**config.mk**
```make
export PLATFORM = sky130hd
export DESIGN_NAME = lin_mode_ctrl
export DESIGN_NICKNAME = d
export VERILOG_FILES = /design/src/rtl/lin_mode_pkg.sv /design/src/rtl/lin_mode_fsm.sv /design/src/rtl/lin_port_bank.sv /design/src/rtl/lin_mode_out.sv /design/src/rtl/lin_mode_ctrl.sv
export SDC_FILE = /design/constraint.sdc
export NUM_CORES = 1
export LEC_CHECK = 0
export CORE_ASPECT_RATIO = 1.5
export CORE_UTILIZATION = 42
export CTS_BUF_LIST = sky130_fd_sc_hd__clkbuf_4 sky130_fd_sc_hd__clkbuf_8
export CTS_CLUSTER_SIZE = 14
export DETAILED_ROUTE_END_ITERATION = 12
export PLACE_DENSITY = 0.87
export SYNTH_ARGS = -nofsm -noshare
export SYNTH_HDL_FRONTEND = slang
export SYNTH_HIERARCHICAL = 1
export SYNTH_SLANG_ARGS = --single-unit
```
**constraint.sdc**
```tcl
create_clock -name clk -period 6.25 [get_ports clk]
set_input_delay 1.25 -clock clk [delete_from_list [all_inputs] [get_ports clk]]
set_output_delay 1.25 -clock clk [all_outputs]
set_load 0.005 [all_outputs]
```
**src/rtl/lin_mode_pkg.sv**
```systemverilog
package lin_mode_pkg;

   typedef enum logic [2:0] {
      MODE_CFG   = 3'd0,
      MODE_RUN   = 3'd1,
      MODE_STBY  = 3'd2,
      MODE_SLP   = 3'd3,
      MODE_LHSLP = 3'd4
   } mode_e;

   typedef struct packed {
      logic por;
      logic nad_set;
      logic nad_dflt;
      logic idle_to;
      logic dom_to;
      logic sleep_cmd;
      logic wake_loc;
      logic wake_rem;
      logic diag_rd;
   } evt_t;

   function automatic logic is_sleep(mode_e m);
      return (m == MODE_SLP) || (m == MODE_LHSLP);
   endfunction

endpackage

```
**src/rtl/lin_mode_fsm.sv**
```systemverilog
module lin_mode_fsm
   import lin_mode_pkg::*;
(
   input  logic  clk,
   input  logic  rst_n,
   input  evt_t  ev,
   input  logic  lslp,
   output mode_e mode_q,
   output mode_e mode_d
);

   logic bus_fail;
   assign bus_fail = ev.idle_to | ev.dom_to;

   always_comb begin
      mode_d = mode_q;
      unique case (mode_q)
         MODE_CFG: begin
            if (bus_fail || ev.sleep_cmd)         mode_d = MODE_STBY;
            else if (ev.nad_set || ev.nad_dflt)   mode_d = MODE_RUN;
         end
         MODE_RUN: begin
            if (bus_fail)                         mode_d = MODE_STBY;
            else if (ev.sleep_cmd)                mode_d = lslp ? MODE_LHSLP : MODE_SLP;
         end
         MODE_STBY: begin
            if (ev.diag_rd)                       mode_d = MODE_RUN;
         end
         MODE_SLP, MODE_LHSLP: begin
            if (ev.wake_loc || ev.wake_rem)       mode_d = MODE_RUN;
         end
         default:                                 mode_d = MODE_CFG;
      endcase
      if (ev.por) mode_d = MODE_CFG;
   end

   always_ff @(posedge clk or negedge rst_n) begin
      if (!rst_n) mode_q <= MODE_CFG;
      else        mode_q <= mode_d;
   end

   a_r1_por_to_cfg: assert property (@(posedge clk) disable iff (!rst_n)
      ev.por |=> mode_q == MODE_CFG);

   a_r3_cfg_exit: assert property (@(posedge clk) disable iff (!rst_n)
      (mode_q == MODE_CFG && !ev.por && !bus_fail && !ev.sleep_cmd &&
       (ev.nad_set || ev.nad_dflt)) |=> mode_q == MODE_RUN);

   a_r4_fail_to_stby: assert property (@(posedge clk) disable iff (!rst_n)
      ((mode_q == MODE_CFG || mode_q == MODE_RUN) && !ev.por && bus_fail)
      |=> mode_q == MODE_STBY);

   a_r7_stby_hold: assert property (@(posedge clk) disable iff (!rst_n)
      (mode_q == MODE_STBY && !ev.diag_rd && !ev.por) |=> mode_q == MODE_STBY);

   a_r13_legal_code: assert property (@(posedge clk) disable iff (!rst_n)
      mode_q inside {MODE_CFG, MODE_RUN, MODE_STBY, MODE_SLP, MODE_LHSLP});

endmodule

```
**src/rtl/lin_port_bank.sv**
```systemverilog
module lin_port_bank #(
   parameter int               NUM_PINS = 8,
   parameter logic [NUM_PINS-1:0] PORT_RST = '0
) (
   input  logic                clk,
   input  logic                rst_n,
   input  logic                por,
   input  logic                load_limp,
   input  logic                wr_en,
   input  logic                oe_clr,
   input  logic [NUM_PINS-1:0] wdata,
   input  logic [NUM_PINS-1:0] dir,
   input  logic [NUM_PINS-1:0] limp,
   output logic [NUM_PINS-1:0] port_q,
   output logic [NUM_PINS-1:0] oe_q
);

   for (genvar i = 0; i < NUM_PINS; i++) begin : g_pin
      always_ff @(posedge clk or negedge rst_n) begin
         if (!rst_n) begin
            port_q[i] <= PORT_RST[i];
            oe_q[i]   <= 1'b0;
         end else if (por) begin
            port_q[i] <= PORT_RST[i];
            oe_q[i]   <= 1'b0;
         end else begin
            if (load_limp)   port_q[i] <= limp[i];
            else if (wr_en)  port_q[i] <= wdata[i];
            if (oe_clr)      oe_q[i]   <= 1'b0;
            else if (wr_en)  oe_q[i]   <= dir[i];
         end
      end
   end

   a_r6_oe_cleared: assert property (@(posedge clk) disable iff (!rst_n)
      (oe_clr && !por) |=> oe_q == '0);

   a_r5_write_lands: assert property (@(posedge clk) disable iff (!rst_n)
      (wr_en && !por && !load_limp && !oe_clr) |=> port_q == $past(wdata));

endmodule

```
**src/rtl/lin_mode_out.sv**
```systemverilog
module lin_mode_out
   import lin_mode_pkg::*;
#(
   parameter int CMD_W = 4
) (
   input  logic             clk,
   input  logic             rst_n,
   input  mode_e            mode_q,
   input  logic             por,
   input  logic             wake_loc,
   output logic             inh_on,
   output logic [CMD_W-1:0] cmd_en,
   output logic             wake_req,
   output logic             pa_rst
);

   localparam int BIT_MREQ = 0;
   localparam int BIT_DIAG = 1;

   logic asleep;
   assign asleep = is_sleep(mode_q);
   assign inh_on = !asleep;
   assign pa_rst = asleep;

   for (genvar b = 0; b < CMD_W; b++) begin : g_cmd
      if (b == BIT_MREQ) begin : g_mreq
         assign cmd_en[b] = (mode_q == MODE_CFG) || (mode_q == MODE_RUN) ||
                            (mode_q == MODE_STBY);
      end else if (b == BIT_DIAG) begin : g_diag
         assign cmd_en[b] = (mode_q == MODE_RUN) || (mode_q == MODE_STBY);
      end else begin : g_rest
         assign cmd_en[b] = (mode_q == MODE_RUN);
      end
   end

   always_ff @(posedge clk or negedge rst_n) begin
      if (!rst_n) wake_req <= 1'b0;
      else        wake_req <= asleep && wake_loc && !por;
   end

   a_r11_single_pulse: assert property (@(posedge clk) disable iff (!rst_n)
      wake_req |=> !wake_req);

   a_r11_wake_after_sleep: assert property (@(posedge clk) disable iff (!rst_n)
      wake_req |-> mode_q == MODE_RUN);

   a_r2_sleep_mask: assert property (@(posedge clk) disable iff (!rst_n)
      asleep |-> cmd_en == '0);

endmodule

```
**src/rtl/lin_mode_ctrl.sv**
```systemverilog
module lin_mode_ctrl
   import lin_mode_pkg::*;
#(
   parameter int                  NUM_PINS = 8,
   parameter int                  CMD_W    = 4,
   parameter logic [NUM_PINS-1:0] PORT_RST = '0
) (
   input  logic                clk,
   input  logic                rst_n,
   input  logic                por_evt,
   input  logic                nad_set,
   input  logic                nad_dflt,
   input  logic                idle_to,
   input  logic                dom_to,
   input  logic                sleep_cmd,
   input  logic                wake_loc,
   input  logic                wake_rem,
   input  logic                diag_rd,
   input  logic                lslp,
   input  logic [NUM_PINS-1:0] limp_val,
   input  logic                port_wr,
   input  logic [NUM_PINS-1:0] port_wdata,
   input  logic [NUM_PINS-1:0] port_dir,
   output logic [2:0]          mode,
   output logic [NUM_PINS-1:0] port_out,
   output logic [NUM_PINS-1:0] port_oe,
   output logic                inh_on,
   output logic [CMD_W-1:0]    cmd_en,
   output logic                wake_req,
   output logic                pa_rst
);

   if (NUM_PINS < 1 || NUM_PINS > 32) begin : g_bad_pins
      $error("lin_mode_ctrl: NUM_PINS must be 1..32");
   end
   if (CMD_W < 2) begin : g_bad_cmd
      $error("lin_mode_ctrl: CMD_W must be at least 2");
   end

   evt_t  ev;
   mode_e mode_q, mode_d;
   logic  load_limp, wr_en, oe_clr, changing;

   assign ev = '{por: por_evt, nad_set: nad_set, nad_dflt: nad_dflt,
                 idle_to: idle_to, dom_to: dom_to, sleep_cmd: sleep_cmd,
                 wake_loc: wake_loc, wake_rem: wake_rem, diag_rd: diag_rd};

   lin_mode_fsm u_fsm (
      .clk    (clk),
      .rst_n  (rst_n),
      .ev     (ev),
      .lslp   (lslp),
      .mode_q (mode_q),
      .mode_d (mode_d)
   );

   assign changing  = (mode_d != mode_q);
   assign load_limp = changing && !por_evt &&
                      (mode_d == MODE_STBY || mode_d == MODE_LHSLP);
   assign oe_clr    = (mode_q == MODE_RUN) && nad_set;
   assign wr_en     = (mode_q == MODE_RUN) && !changing && port_wr && !nad_set;

   lin_port_bank #(
      .NUM_PINS (NUM_PINS),
      .PORT_RST (PORT_RST)
   ) u_port (
      .clk       (clk),
      .rst_n     (rst_n),
      .por       (por_evt),
      .load_limp (load_limp),
      .wr_en     (wr_en),
      .oe_clr    (oe_clr),
      .wdata     (port_wdata),
      .dir       (port_dir),
      .limp      (limp_val),
      .port_q    (port_out),
      .oe_q      (port_oe)
   );

   lin_mode_out #(
      .CMD_W (CMD_W)
   ) u_out (
      .clk      (clk),
      .rst_n    (rst_n),
      .mode_q   (mode_q),
      .por      (por_evt),
      .wake_loc (wake_loc),
      .inh_on   (inh_on),
      .cmd_en   (cmd_en),
      .wake_req (wake_req),
      .pa_rst   (pa_rst)
   );

   assign mode = mode_q;

   a_r9_lh_load: assert property (@(posedge clk) disable iff (!rst_n)
      (mode_q == MODE_RUN && sleep_cmd && lslp && !por_evt && !idle_to && !dom_to)
      |=> (mode == 3'd4) && (port_out == $past(limp_val)));

   a_r8_sleep_hold: assert property (@(posedge clk) disable iff (!rst_n)
      (mode_q == MODE_RUN && sleep_cmd && !lslp && !por_evt && !idle_to && !dom_to)
      |=> (mode == 3'd3) && $stable(port_out) && $stable(port_oe));

   a_r10_wake_keeps_port: assert property (@(posedge clk) disable iff (!rst_n)
      (is_sleep(mode_q) && !por_evt) |=> $stable(port_out));

   a_r12_reset_in_sleep: assert property (@(posedge clk) disable iff (!rst_n)
      pa_rst == (mode == 3'd3 || mode == 3'd4));

endmodule

```
==> reports/summary.txt, run 1 <==
Synthesized net count: 141
RSZ-0062 raised after global routing: false
H-tree depth: 1
Clock sink total: 20
Register area: 500.5 um^2
Maximum vdd drop: 0.0001155 V
First-pass GRT wire length: 4671 um
Clock transition at path regs: 110 ps
Gr ovfl total: 0
Initial Util: 45.20%
Final hold viol count: 0
Post-DP HPWL: 2268 um
RePlAce Congestion: 0.7775
Fillcell total: 191
Input/output buffers: 62
Status: finished clean
Fmax: 238.3 MHz
Share of synthesized area spent on multiplexers: 14.14%
Clock skew: 1.819 ps
# nets final: 203
Synth warnings: 6
Drt via density: 5.204
Worst setup path end: u_port/port_q[0]$_DFFE_PN0P_
Layout cells sized above 1: 5.455%
Row count: 22
Largest net degree at the start of global routing: 21
Num CTS Buffers: 3
Post-Route WL: 2978 um
Yosys cell types: 32
Mean Syn Cell Area: 10.89 um^2
CP Launch Point: por_evt
Kind of critical path: in2reg
Via count: 1,046
Final setup fails: 0
Slew @ Worst Pin: 1106 ps
CTS tree: built
Largest family of logic cells by synthesized area: simple AND/OR/NAND/NOR gates
DR WL/cell: 14.82 um
Reg2Reg Launch Point: u_fsm/mode_q[0]$_DFF_PN0_
Worst R2R End: u_port/port_q[0]$_DFFE_PN0P_
Cell Area, Placed: 1743 um^2
Hold_sp: u_port/oe_q[1]$_DFFE_PN0P_
PD cells: 177.0 nW/um^2
Postcts setup bufs: 0
Most frequent cells in the layout: clkdlybuf4s50_1 (62), dfrtp_1 (20), mux2i_1 (16)
Critical Path AT: 4410 ps
Syn Inst Count: 104
Synth-to-Final Area Change: 58.56%
PostCTS Resize Cnt: 0
Max-slew violations: 0
Design area: 1795 um^2
Clock tree root buffer cell: clkbuf_4
Tot GR Track Use: 22.06%
Adder-Cell Fraction of Synth Area: 0%
Synth Area in Simple Gates: 19.34%
Antenna fix cells: 0
Worst hold path type: reg2reg
Reg2reg path depth: 8
Drt drc: 0
Drt pass-1 iters: 4
Post-synthesis register bit count: 20
Die area: 2912 um^2
Initial antenna violation count: 0
Pleak: 0.0007174 uW
Detail Route Antenna Nets: 0
Critical path launch point type: primary input
Max-cap check violation count: 0
Fin crit share: 67.13%
Sequential fraction of the synthesis area: 44.20%
Clk buf depth: 2
WP data required: 6460 ps
Xor/xnor share of the synthesized area: 3.867%
Worst-path fanout max: 14
Die span in x: 44.40 um
CP endpoint kind: flip-flop
Post-Route Setup TNS: 0 ps
CTS Hold Bufs: 0
Num ports: 63
Number of global-route vias before repair: 1,079
Compound-gate portion of the synthesized area: 12.93%
Multi-input logic area: 569.3 um^2
Post-Syn Area: 1132 um^2
Worst-Skew Late Latency: 310 ps
Tmin final: 4196 ps
Die height: 65.60 um
1st-iter DRT viols: 19
Core area: 2505 um^2
Most common cell after layout, fill and taps aside: clkdlybuf4s50_1
Worst R2R Setup Slack: 2830 ps
Max transition margin: 25.56%
cells by family (layout without fill, tap and decap cells):
kind of cell | count (synthesis) | in the layout
AOI/OAI and AO/OA | 19 | 19
xor gates and xnor gates | 5 | 5
buffers and inverters | 7 | 68
DFF | 20 | 20
muxes | 16 | 16
and+or+nand+nor | 37 | 37
area by class of cell:
class	count	share of cell area, %
timing repair buffer	62	34.56
multi-input combinational	77	31.71
sequential	20	27.87
tap	36	2.509
clock inverter	1	1.672
clock buffer	3	1.254
inverter	2	0.4181
power breakdown:
part	total [uW]	switching, uW	internal (uW)
clock	106	40.8	64.9
combinational	70.5	25.2	45.4
sequential	142	6.72	135
registers in the layout (all words and copies together), names as in the netlist:
name / flops
u_port/oe_q: 8
u_port/port_q: 8
u_fsm/mode_q: 3
u_out/wake_req: 1
metrics by stage:
| step | cells | power, uW | util, % | setup WS, ps | hold WS, ps |
|---|---|---|---|---|---|
| floorplan | 104 | 168.4 | - | 2941 | 510.4 |
| global placement | 197 | 212.6 | 69.58 | 1884 | 507.8 |
| detailed placement | 197 | 214.7 | 69.58 | 1693 | 513.8 |
| CTS | 201 | 320.3 | 71.68 | 2033 | 540.7 |
| global route | 201 | 330.6 | 71.68 | 1796 | 564.1 |
| finish | 201 | 317.9 | 71.68 | 2054 | 534.6 |
Yosys cell counts:
cell type | instances | share of area (%)
buf_4 | 1 | 0.66
mux2i_1 | 16 | 14
nor3b_1 | 2 | 1.3
nand2_1 | 2 | 0.66
nor2_1 | 12 | 4.0
buf_2 | 1 | 0.44
and4b_1 | 2 | 1.8
nand2b_1 | 1 | 0.55
a21oi_1 | 5 | 2.2
nor4b_1 | 1 | 0.77
o211ai_1 | 1 | 0.66
buf_6 | 2 | 2.0
o21ai_2 | 1 | 0.77
nor4_1 | 1 | 0.55
o21ba_1 | 1 | 0.88
inv_1 | 2 | 0.66
or2_1 | 1 | 0.55
o32a_1 | 1 | 0.88
buf_12 | 1 | 1.8
and3b_1 | 1 | 0.77
xnor2_1 | 2 | 1.5
xor2_1 | 3 | 2.3
nor3_2 | 1 | 0.88
or2_2 | 1 | 0.55
and2_1 | 1 | 0.55
o211a_1 | 1 | 0.88
a211oi_1 | 8 | 5.3
nor2b_1 | 8 | 4.4
nor3b_2 | 1 | 1.1
dfrtp_1 | 20 | 44
a2111oi_2 | 1 | 1.3
nor3_1 | 2 | 0.88
critical path, cell delays in order:
cell	delay, ps
clkdlybuf4s50_1	670
a2111oi_2	600
xor2_1	240
nor3_2	60
nor4_1	900
inv_1	370
a211oi_1	310
routing by layer:
metal | global-route usage (%) | vias to the layer above | share of wire (%) | wire length (um)
met5 | 0 | - | 0 | 0
met4 | 14.39 | 0 | 4.1 | 123
met2 | 38.79 | 56 | 53 | 1575
li1 | - | 496 | - | -
met1 | 23.37 | 483 | 37 | 1090
met3 | 3.297 | 11 | 6.3 | 188
how the worst min path moves through the flow:
stage,to,slack (ps),cells after the start
final,u_port/oe_q[1]$_DFFE_PN0P_,530,2
after global routing,u_port/oe_q[1]$_DFFE_PN0P_,560,2
after CTS,u_port/oe_q[1]$_DFFE_PN0P_,540,2
after detailed placement,u_port/oe_q[2]$_DFFE_PN0P_,510,2
after global placement,u_port/oe_q[4]$_DFFE_PN0P_,510,2
after floorplan,u_port/oe_q[0]$_DFFE_PN0P_,510,2
Power figures use the tool's default switching activity.
==> run 2, diff against run 1 <==
--- a/config.mk
+++ b/config.mk
@@ -6,11 +6,11 @@
 export NUM_CORES = 1
 export LEC_CHECK = 0
 export CORE_ASPECT_RATIO = 1.5
-export CORE_UTILIZATION = 42
+export CORE_UTILIZATION = 36
 export CTS_BUF_LIST = sky130_fd_sc_hd__clkbuf_4 sky130_fd_sc_hd__clkbuf_8
 export CTS_CLUSTER_SIZE = 14
 export DETAILED_ROUTE_END_ITERATION = 12
-export PLACE_DENSITY = 0.87
+export PLACE_DENSITY = 0.8
 export SYNTH_ARGS = -nofsm -noshare
 export SYNTH_HDL_FRONTEND = slang
 export SYNTH_HIERARCHICAL = 1
==> constraint.sdc (replaced) <==
create_clock -name clk -period 3.8 [get_ports clk]
set_input_delay 0.76 -clock clk [delete_from_list [all_inputs] [get_ports clk]]
set_output_delay 0.76 -clock clk [all_outputs]
set_load 0.005 [all_outputs]
==> reports/summary.txt, run 2 (synthesis gave the netlist of run 1 again) <==
Critical Path AT: 3230 ps (-1180 ps)
Drt drc: 0 (unchanged)
Switching power: 114.3 uW (+57%)
WL met2: 1773 um (+13%)
Max layer used: met4
Num ports: 63 (unchanged)
Slew @ Worst Pin: 882.9 ps (-223.5 ps)
Max-cap check violation count: 0 (unchanged)
Initial Util: 38.48% (-6.7 points)
1st-iter DRT viols: 24 (+5)
Die span in x: 47.79 um (+7.6%)
Slowest CP cell: clkdlybuf4s50_1
Gr ovfl total: 0 (unchanged)
Final setup fails: 0 (unchanged)
Metal3 WL: 114 um (-39%)
Tmin final: 3081 ps
Most common cell after layout, fill and taps aside: clkdlybuf4s50_1
Max-slew violations: 0 (unchanged)
H-tree depth: 1 (unchanged)
Non-Filler Instances: 206 (+2.5%)
Drt pass-1 iters: 2 (-2)
Critical path launch point type: primary input
Pleak: 0.0007266 uW (+1.3%)
RSZ-0062 raised after global routing: false
Sequential power share: 48.4% (+3.9 points)
Crit-path leading delay family: simple AND/OR/NAND/NOR gates
Comb power frac: 24.5% (+2.3 points)
CP endpoint kind: flip-flop
Synth-to-Final Area Change: 59.89%
Post-layout util: 61.52% (-10 points)
PostCTS Resize Cnt: 0 (unchanged)
Worst hold path type: reg2reg
Clk buf depth: 2 (unchanged)
Tot GR Track Use: 18.81% (-3.3 points)
Worst-Skew Late Latency: 250 ps (-60 ps)
Drt via density: 5.097 (-2.1%)
Layout cells sized above 1: 6.587% (+1.1 points)
WP data required: 3950 ps (-2510 ps)
Post-DP HPWL: 2403 um (+5.9%)
Postcts setup bufs: 0 (unchanged)
Sw frac: 23.67% (+0.80 points)
Die area: 3378 um^2 (+16%)
Fin crit share: 81.09%
Input/output buffers: 62 (unchanged)
CTS tree: built
Largest net degree at the start of global routing: 21 (unchanged)
Clock tree root buffer cell: clkbuf_8
Die height: 70.69 um (+7.8%)
First-pass GRT wire length: 4636 um (-0.75%)
Maximum vdd drop: 0.0001885 V (+63%)
Met1 wire length: 1091 um (about the same)
Worst path bufs/invs: 2 (unchanged)
Clk pwr share: 27.1% (-6.2 points)
Antenna fix cells: 0 (unchanged)
PD cells: 266.7 nW/um^2 (+51%)
Pint: 368.6 uW (+50%)
Fillcell total: 279 (+46%)
Num CTS Buffers: 3 (unchanged)
Top flop regs: u_port/oe_q x8, u_port/port_q x8, u_fsm/mode_q x3
Post-Route WL: 3037 um (+2.0%)
Fmax: 324.5 MHz
Number of global-route vias before repair: 1,070 (-0.83%)
# nets final: 206 (+1.5%)
Kind of critical path: in2reg
Most frequent cells in the layout: clkdlybuf4s50_1 (62), dfrtp_1 (20), mux2i_1 (16)
CP Cell Sequence: clkdlybuf4s50_1 > nor3_1 > o211ai_1 > a21oi_1 > xor2_1 > nor3_2 > and4b_1 > buf_4 > mux2i_1 > a211oi_1
Max incr delay on CP: 420 ps (-480 ps)
Initial antenna violation count: 0 (unchanged)
Clock sink total: 20 (unchanged)
CTS Hold Bufs: 0 (unchanged)
Register area: 500.5 um^2 (unchanged)
Clock transition at path regs: 70 ps (-40 ps)
Core area: 2943 um^2 (+17%)
Clock skew: 1.019 ps (-0.8004 ps)
DR WL/cell: 14.74 um (-0.49%)
Via count: 1,050 (+0.38%)
Multi-input logic area: 569.3 um^2 (unchanged)
Row count: 24 (+9.1%)
DP Cell Count: 203 (+3.0%)
Post-Route Setup TNS: 0 ps (unchanged)
Final hold viol count: 0 (unchanged)
Status: finished clean
Max transition margin: 40.95% (+15 points)
Detail Route Antenna Nets: 0 (unchanged)
Worst-path fanout max: 16 (+2)
RePlAce Congestion: 0.7416 (-4.6%)
## run 2: cell types whose count changed in the layout (fill, tap and decap cells not counted), sizes merged
cell	delta
bufinv	-1
buf	+3
## run 2: per-layer routing
metal  track usage [%]  up-vias
li1                  -      504
met1             19.84      507
met2             34.98       35
met3             1.020        4
met4             8.333        0
met5                 0        -
## run 2: final timing paths
path                                       startpoint                           end  slack (ps)  depth (start not counted)
hold / removal             u_port/oe_q[2]$_DFFE_PN0P_    u_port/oe_q[2]$_DFFE_PN0P_         530                          2
setup / recovery                               dom_to  u_port/port_q[5]$_DFFE_PN0P_         720                         10
hold reg to reg            u_port/oe_q[2]$_DFFE_PN0P_    u_port/oe_q[2]$_DFFE_PN0P_         530                          2
setup reg to reg            u_fsm/mode_q[1]$_DFF_PN0_  u_port/port_q[5]$_DFFE_PN0P_        1040                          9
max in group asynchronous                       rst_n     u_fsm/mode_q[1]$_DFF_PN0_        2250                          1
min in group asynchronous                       rst_n  u_port/port_q[3]$_DFFE_PN0P_        1010                          1
## run 2: worst min-delay path, cell delays in order (launching register included)
cell	delay (ps)
dfrtp_1	340
mux2i_1	70
nor2_1	80
## run 2: cell type report
class                   instances  area share, %
flip-flops and latches         20          27.64
inverters                       2         0.4147
clock buffers                   3          2.281
multi-input cells              77          31.44
well taps                      39          2.695
repair buffers                 65          35.52
## run 2: through the flow
step | power [uW] | setup WS [ps] | cell area (um^2) | hold slack (ps)
floorplan | 277.0 | 981.3 | 1132 | 464.4
global placement | 351.6 | 599.5 | 1769 | 502.3
detailed placement | 355.8 | 452.9 | 1769 | 519.2
CTS | 488.2 | 721.8 | 1810 | 537.0
global route | 503.2 | 551.3 | 1810 | 556.7
finish | 482.9 | 718.7 | 1810 | 530.0
## run 2: power groups by stage
stage / Sequential [uW] / Clock [uW] / Combinational, uW
after floorplan: 236 / 0 / 40.9
after CTS: 233 / 135 / 120
after global routing: 235 / 141 / 127
final: 234 / 131 / 118
after detailed placement: 237 / 0 / 119
after global placement: 236 / 0 / 115
==> run 3, diff against run 2 <==
--- a/config.mk
+++ b/config.mk
@@ -6,11 +6,11 @@
 export NUM_CORES = 1
 export LEC_CHECK = 0
 export CORE_ASPECT_RATIO = 1.5
-export CORE_UTILIZATION = 36
+export CORE_UTILIZATION = 39
 export CTS_BUF_LIST = sky130_fd_sc_hd__clkbuf_4 sky130_fd_sc_hd__clkbuf_8
 export CTS_CLUSTER_SIZE = 14
 export DETAILED_ROUTE_END_ITERATION = 12
-export PLACE_DENSITY = 0.8
+export PLACE_DENSITY = 0.82
 export SYNTH_ARGS = -nofsm -noshare
 export SYNTH_HDL_FRONTEND = slang
 export SYNTH_HIERARCHICAL = 1
==> constraint.sdc (replaced) <==
create_clock -name clk -period 3.05 [get_ports clk]
set_input_delay 0.61 -clock clk [delete_from_list [all_inputs] [get_ports clk]]
set_output_delay 0.61 -clock clk [all_outputs]
set_load 0.005 [all_outputs]
==> reports/summary.txt, run 3 (synthesis gave the netlist of run 1 again) <==
Worst-Skew Late Latency: 250 ps (about the same)
Initial antenna violation count: 0 (unchanged)
Die height: 68.00 um (-3.8%)
Most frequent cells in the layout: clkdlybuf4s50_1 (62), dfrtp_1 (20), mux2i_1 (16)
Most common cell after layout, fill and taps aside: clkdlybuf4s50_1
Clock tree root buffer cell: clkbuf_8
First-pass GRT wire length: 4519 um (-2.5%)
Drt drc: 0 (unchanged)
Layout cells sized above 1: 8.235% (+1.6 points)
Largest net degree at the start of global routing: 21 (unchanged)
Drt pass-1 iters: 6 (+4)
Detail Route Antenna Nets: 0 (unchanged)
Max-cap check violation count: 0 (unchanged)
Die area: 3127 um^2 (-7.4%)
Post-DP HPWL: 2312 um (-3.8%)
Tot GR Track Use: 19.83% (+1.0 points)
Top flop regs: u_port/oe_q x8, u_port/port_q x8, u_fsm/mode_q x3
Cell Area, Placed: 1794 um^2 (+1.4%)
Pleak: 0.0007469 uW (+2.8%)
Clock sink total: 20 (unchanged)
Row count: 23 (-4.2%)
Synth-to-Final Area Change: 63.31%
PD cells: 342.1 nW/um^2 (+28%)
Fillcell total: 244 (-13%)
Die span in x: 46.00 um (-3.8%)
RePlAce Congestion: 0.7658 (+3.3%)
Slew @ Worst Pin: 855.5 ps (-27.42 ps)
Design area: 1849 um^2 (+2.1%)
Num ports: 63 (unchanged)
Post-Route Setup TNS: 0 ps (unchanged)
WP data required: 3200 ps (-750 ps)
Final setup fails: 0 (unchanged)
Num CTS Buffers: 3 (unchanged)
Clock transition at path regs: 70 ps (about the same)
Via count: 1,101 (+4.9%)
Input/output buffers: 62 (unchanged)
Max-slew violations: 0 (unchanged)
Hold WS: 521.0 ps (-8.968 ps)
CTS tree: built
Total power: 632.6 uW (+31%)
Worst Hold Depth: 2 (unchanged)
1st-iter DRT viols: 26 (+8.3%)
CP endpoint kind: flip-flop
Initial Util: 41.86% (+3.4 points)
Core area: 2705 um^2 (-8.1%)
Tmin final: 2816 ps
Reg2reg path depth: 9 (unchanged)
Critical path launch point type: primary input
Postcts setup bufs: 0 (unchanged)
Clk buf depth: 2 (unchanged)
Fmax: 355.1 MHz
CTS Hold Bufs: 0 (unchanged)
Antenna fix cells: 0 (unchanged)
Register area: 500.5 um^2 (unchanged)
Critical Path AT: 2960 ps (-270 ps)
Status: finished clean
Worst R2R Setup Slack: 400 ps (-640 ps)
Fin crit share: 92.34%
Max transition margin: 42.79% (+1.8 points)
Drt via density: 5.319 (+4.4%)
# nets final: 208 (+0.97%)
H-tree depth: 1 (unchanged)
PostCTS Resize Cnt: 0 (unchanged)
Final hold viol count: 0 (unchanged)
Post-Route WL: 2978 um (-1.9%)
Clock skew: 4.904 ps (+3.885 ps)
Worst-path fanout max: 9 (-7)
Maximum vdd drop: 0.0001970 V (+4.5%)
Gr ovfl total: 0 (unchanged)
Kind of critical path: in2reg
DR WL/cell: 14.39 um (-2.4%)
Multi-input logic area: 569.3 um^2 (unchanged)
Worst hold path type: reg2reg
Number of global-route vias before repair: 1,123 (+5.0%)
RSZ-0062 raised after global routing: false
run 3: worst paths after layout:
check	endpoint	from
max	u_port/port_q[4]$_DFFE_PN0P_	wake_loc
min	u_port/oe_q[6]$_DFFE_PN0P_	u_port/oe_q[6]$_DFFE_PN0P_
max reg2reg	u_port/port_q[4]$_DFFE_PN0P_	u_fsm/mode_q[0]$_DFF_PN0_
min reg2reg	u_port/oe_q[6]$_DFFE_PN0P_	u_port/oe_q[6]$_DFFE_PN0P_
max in group asynchronous	u_port/oe_q[7]$_DFFE_PN0P_	rst_n
min in group asynchronous	u_port/port_q[1]$_DFFE_PN0P_	rst_n
run 3: where the power goes:
| part | switching, uW | internal [uW] |
|---|---|---|
| clock network | 77.8 | 114 |
| logic | 52.6 | 96.9 |
| registers | 14.2 | 277 |
run 3: final cells by class:
type / count / share of cell area, %
Clock buffer: 4 / 2.977
Inverter: 2 / 0.4060
Multi-Input combinational cell: 77 / 30.78
Sequential cell: 20 / 27.06
Tap cell: 37 / 2.503
Timing Repair Buffer: 67 / 36.27
run 3: routing by layer:
layer  GRT usage [%]  vias to the layer above  routed length (um)
met2           37.32                       57                1724
met1           19.43                      531                1035
met3           3.166                       10                 160
li1                -                      503                   -
met4           11.03                        0                  58
met5               0                        -                   0
run 3: per-stage QoR:
step | util [%] | cells | setup slack (ps)
after global routing | 68.36 | 207 | 29.03
after detailed placement | 66.33 | 203 | 16.36
after global placement | 66.33 | 203 | 156.4
final | 68.36 | 207 | 233.6
after CTS | 68.36 | 207 | 256.2
after floorplan | - | 104 | 381.3
run 3: critical path, cell delays in order:
cell             delay, ps
clkdlybuf4s50_1        510
nor2_1                  80
o32a_1                 340
a21oi_1                260
xor2_1                 210
nor3_2                  70
nor4_1                 240
buf_4                  200
inv_1                  140
a211oi_1               290
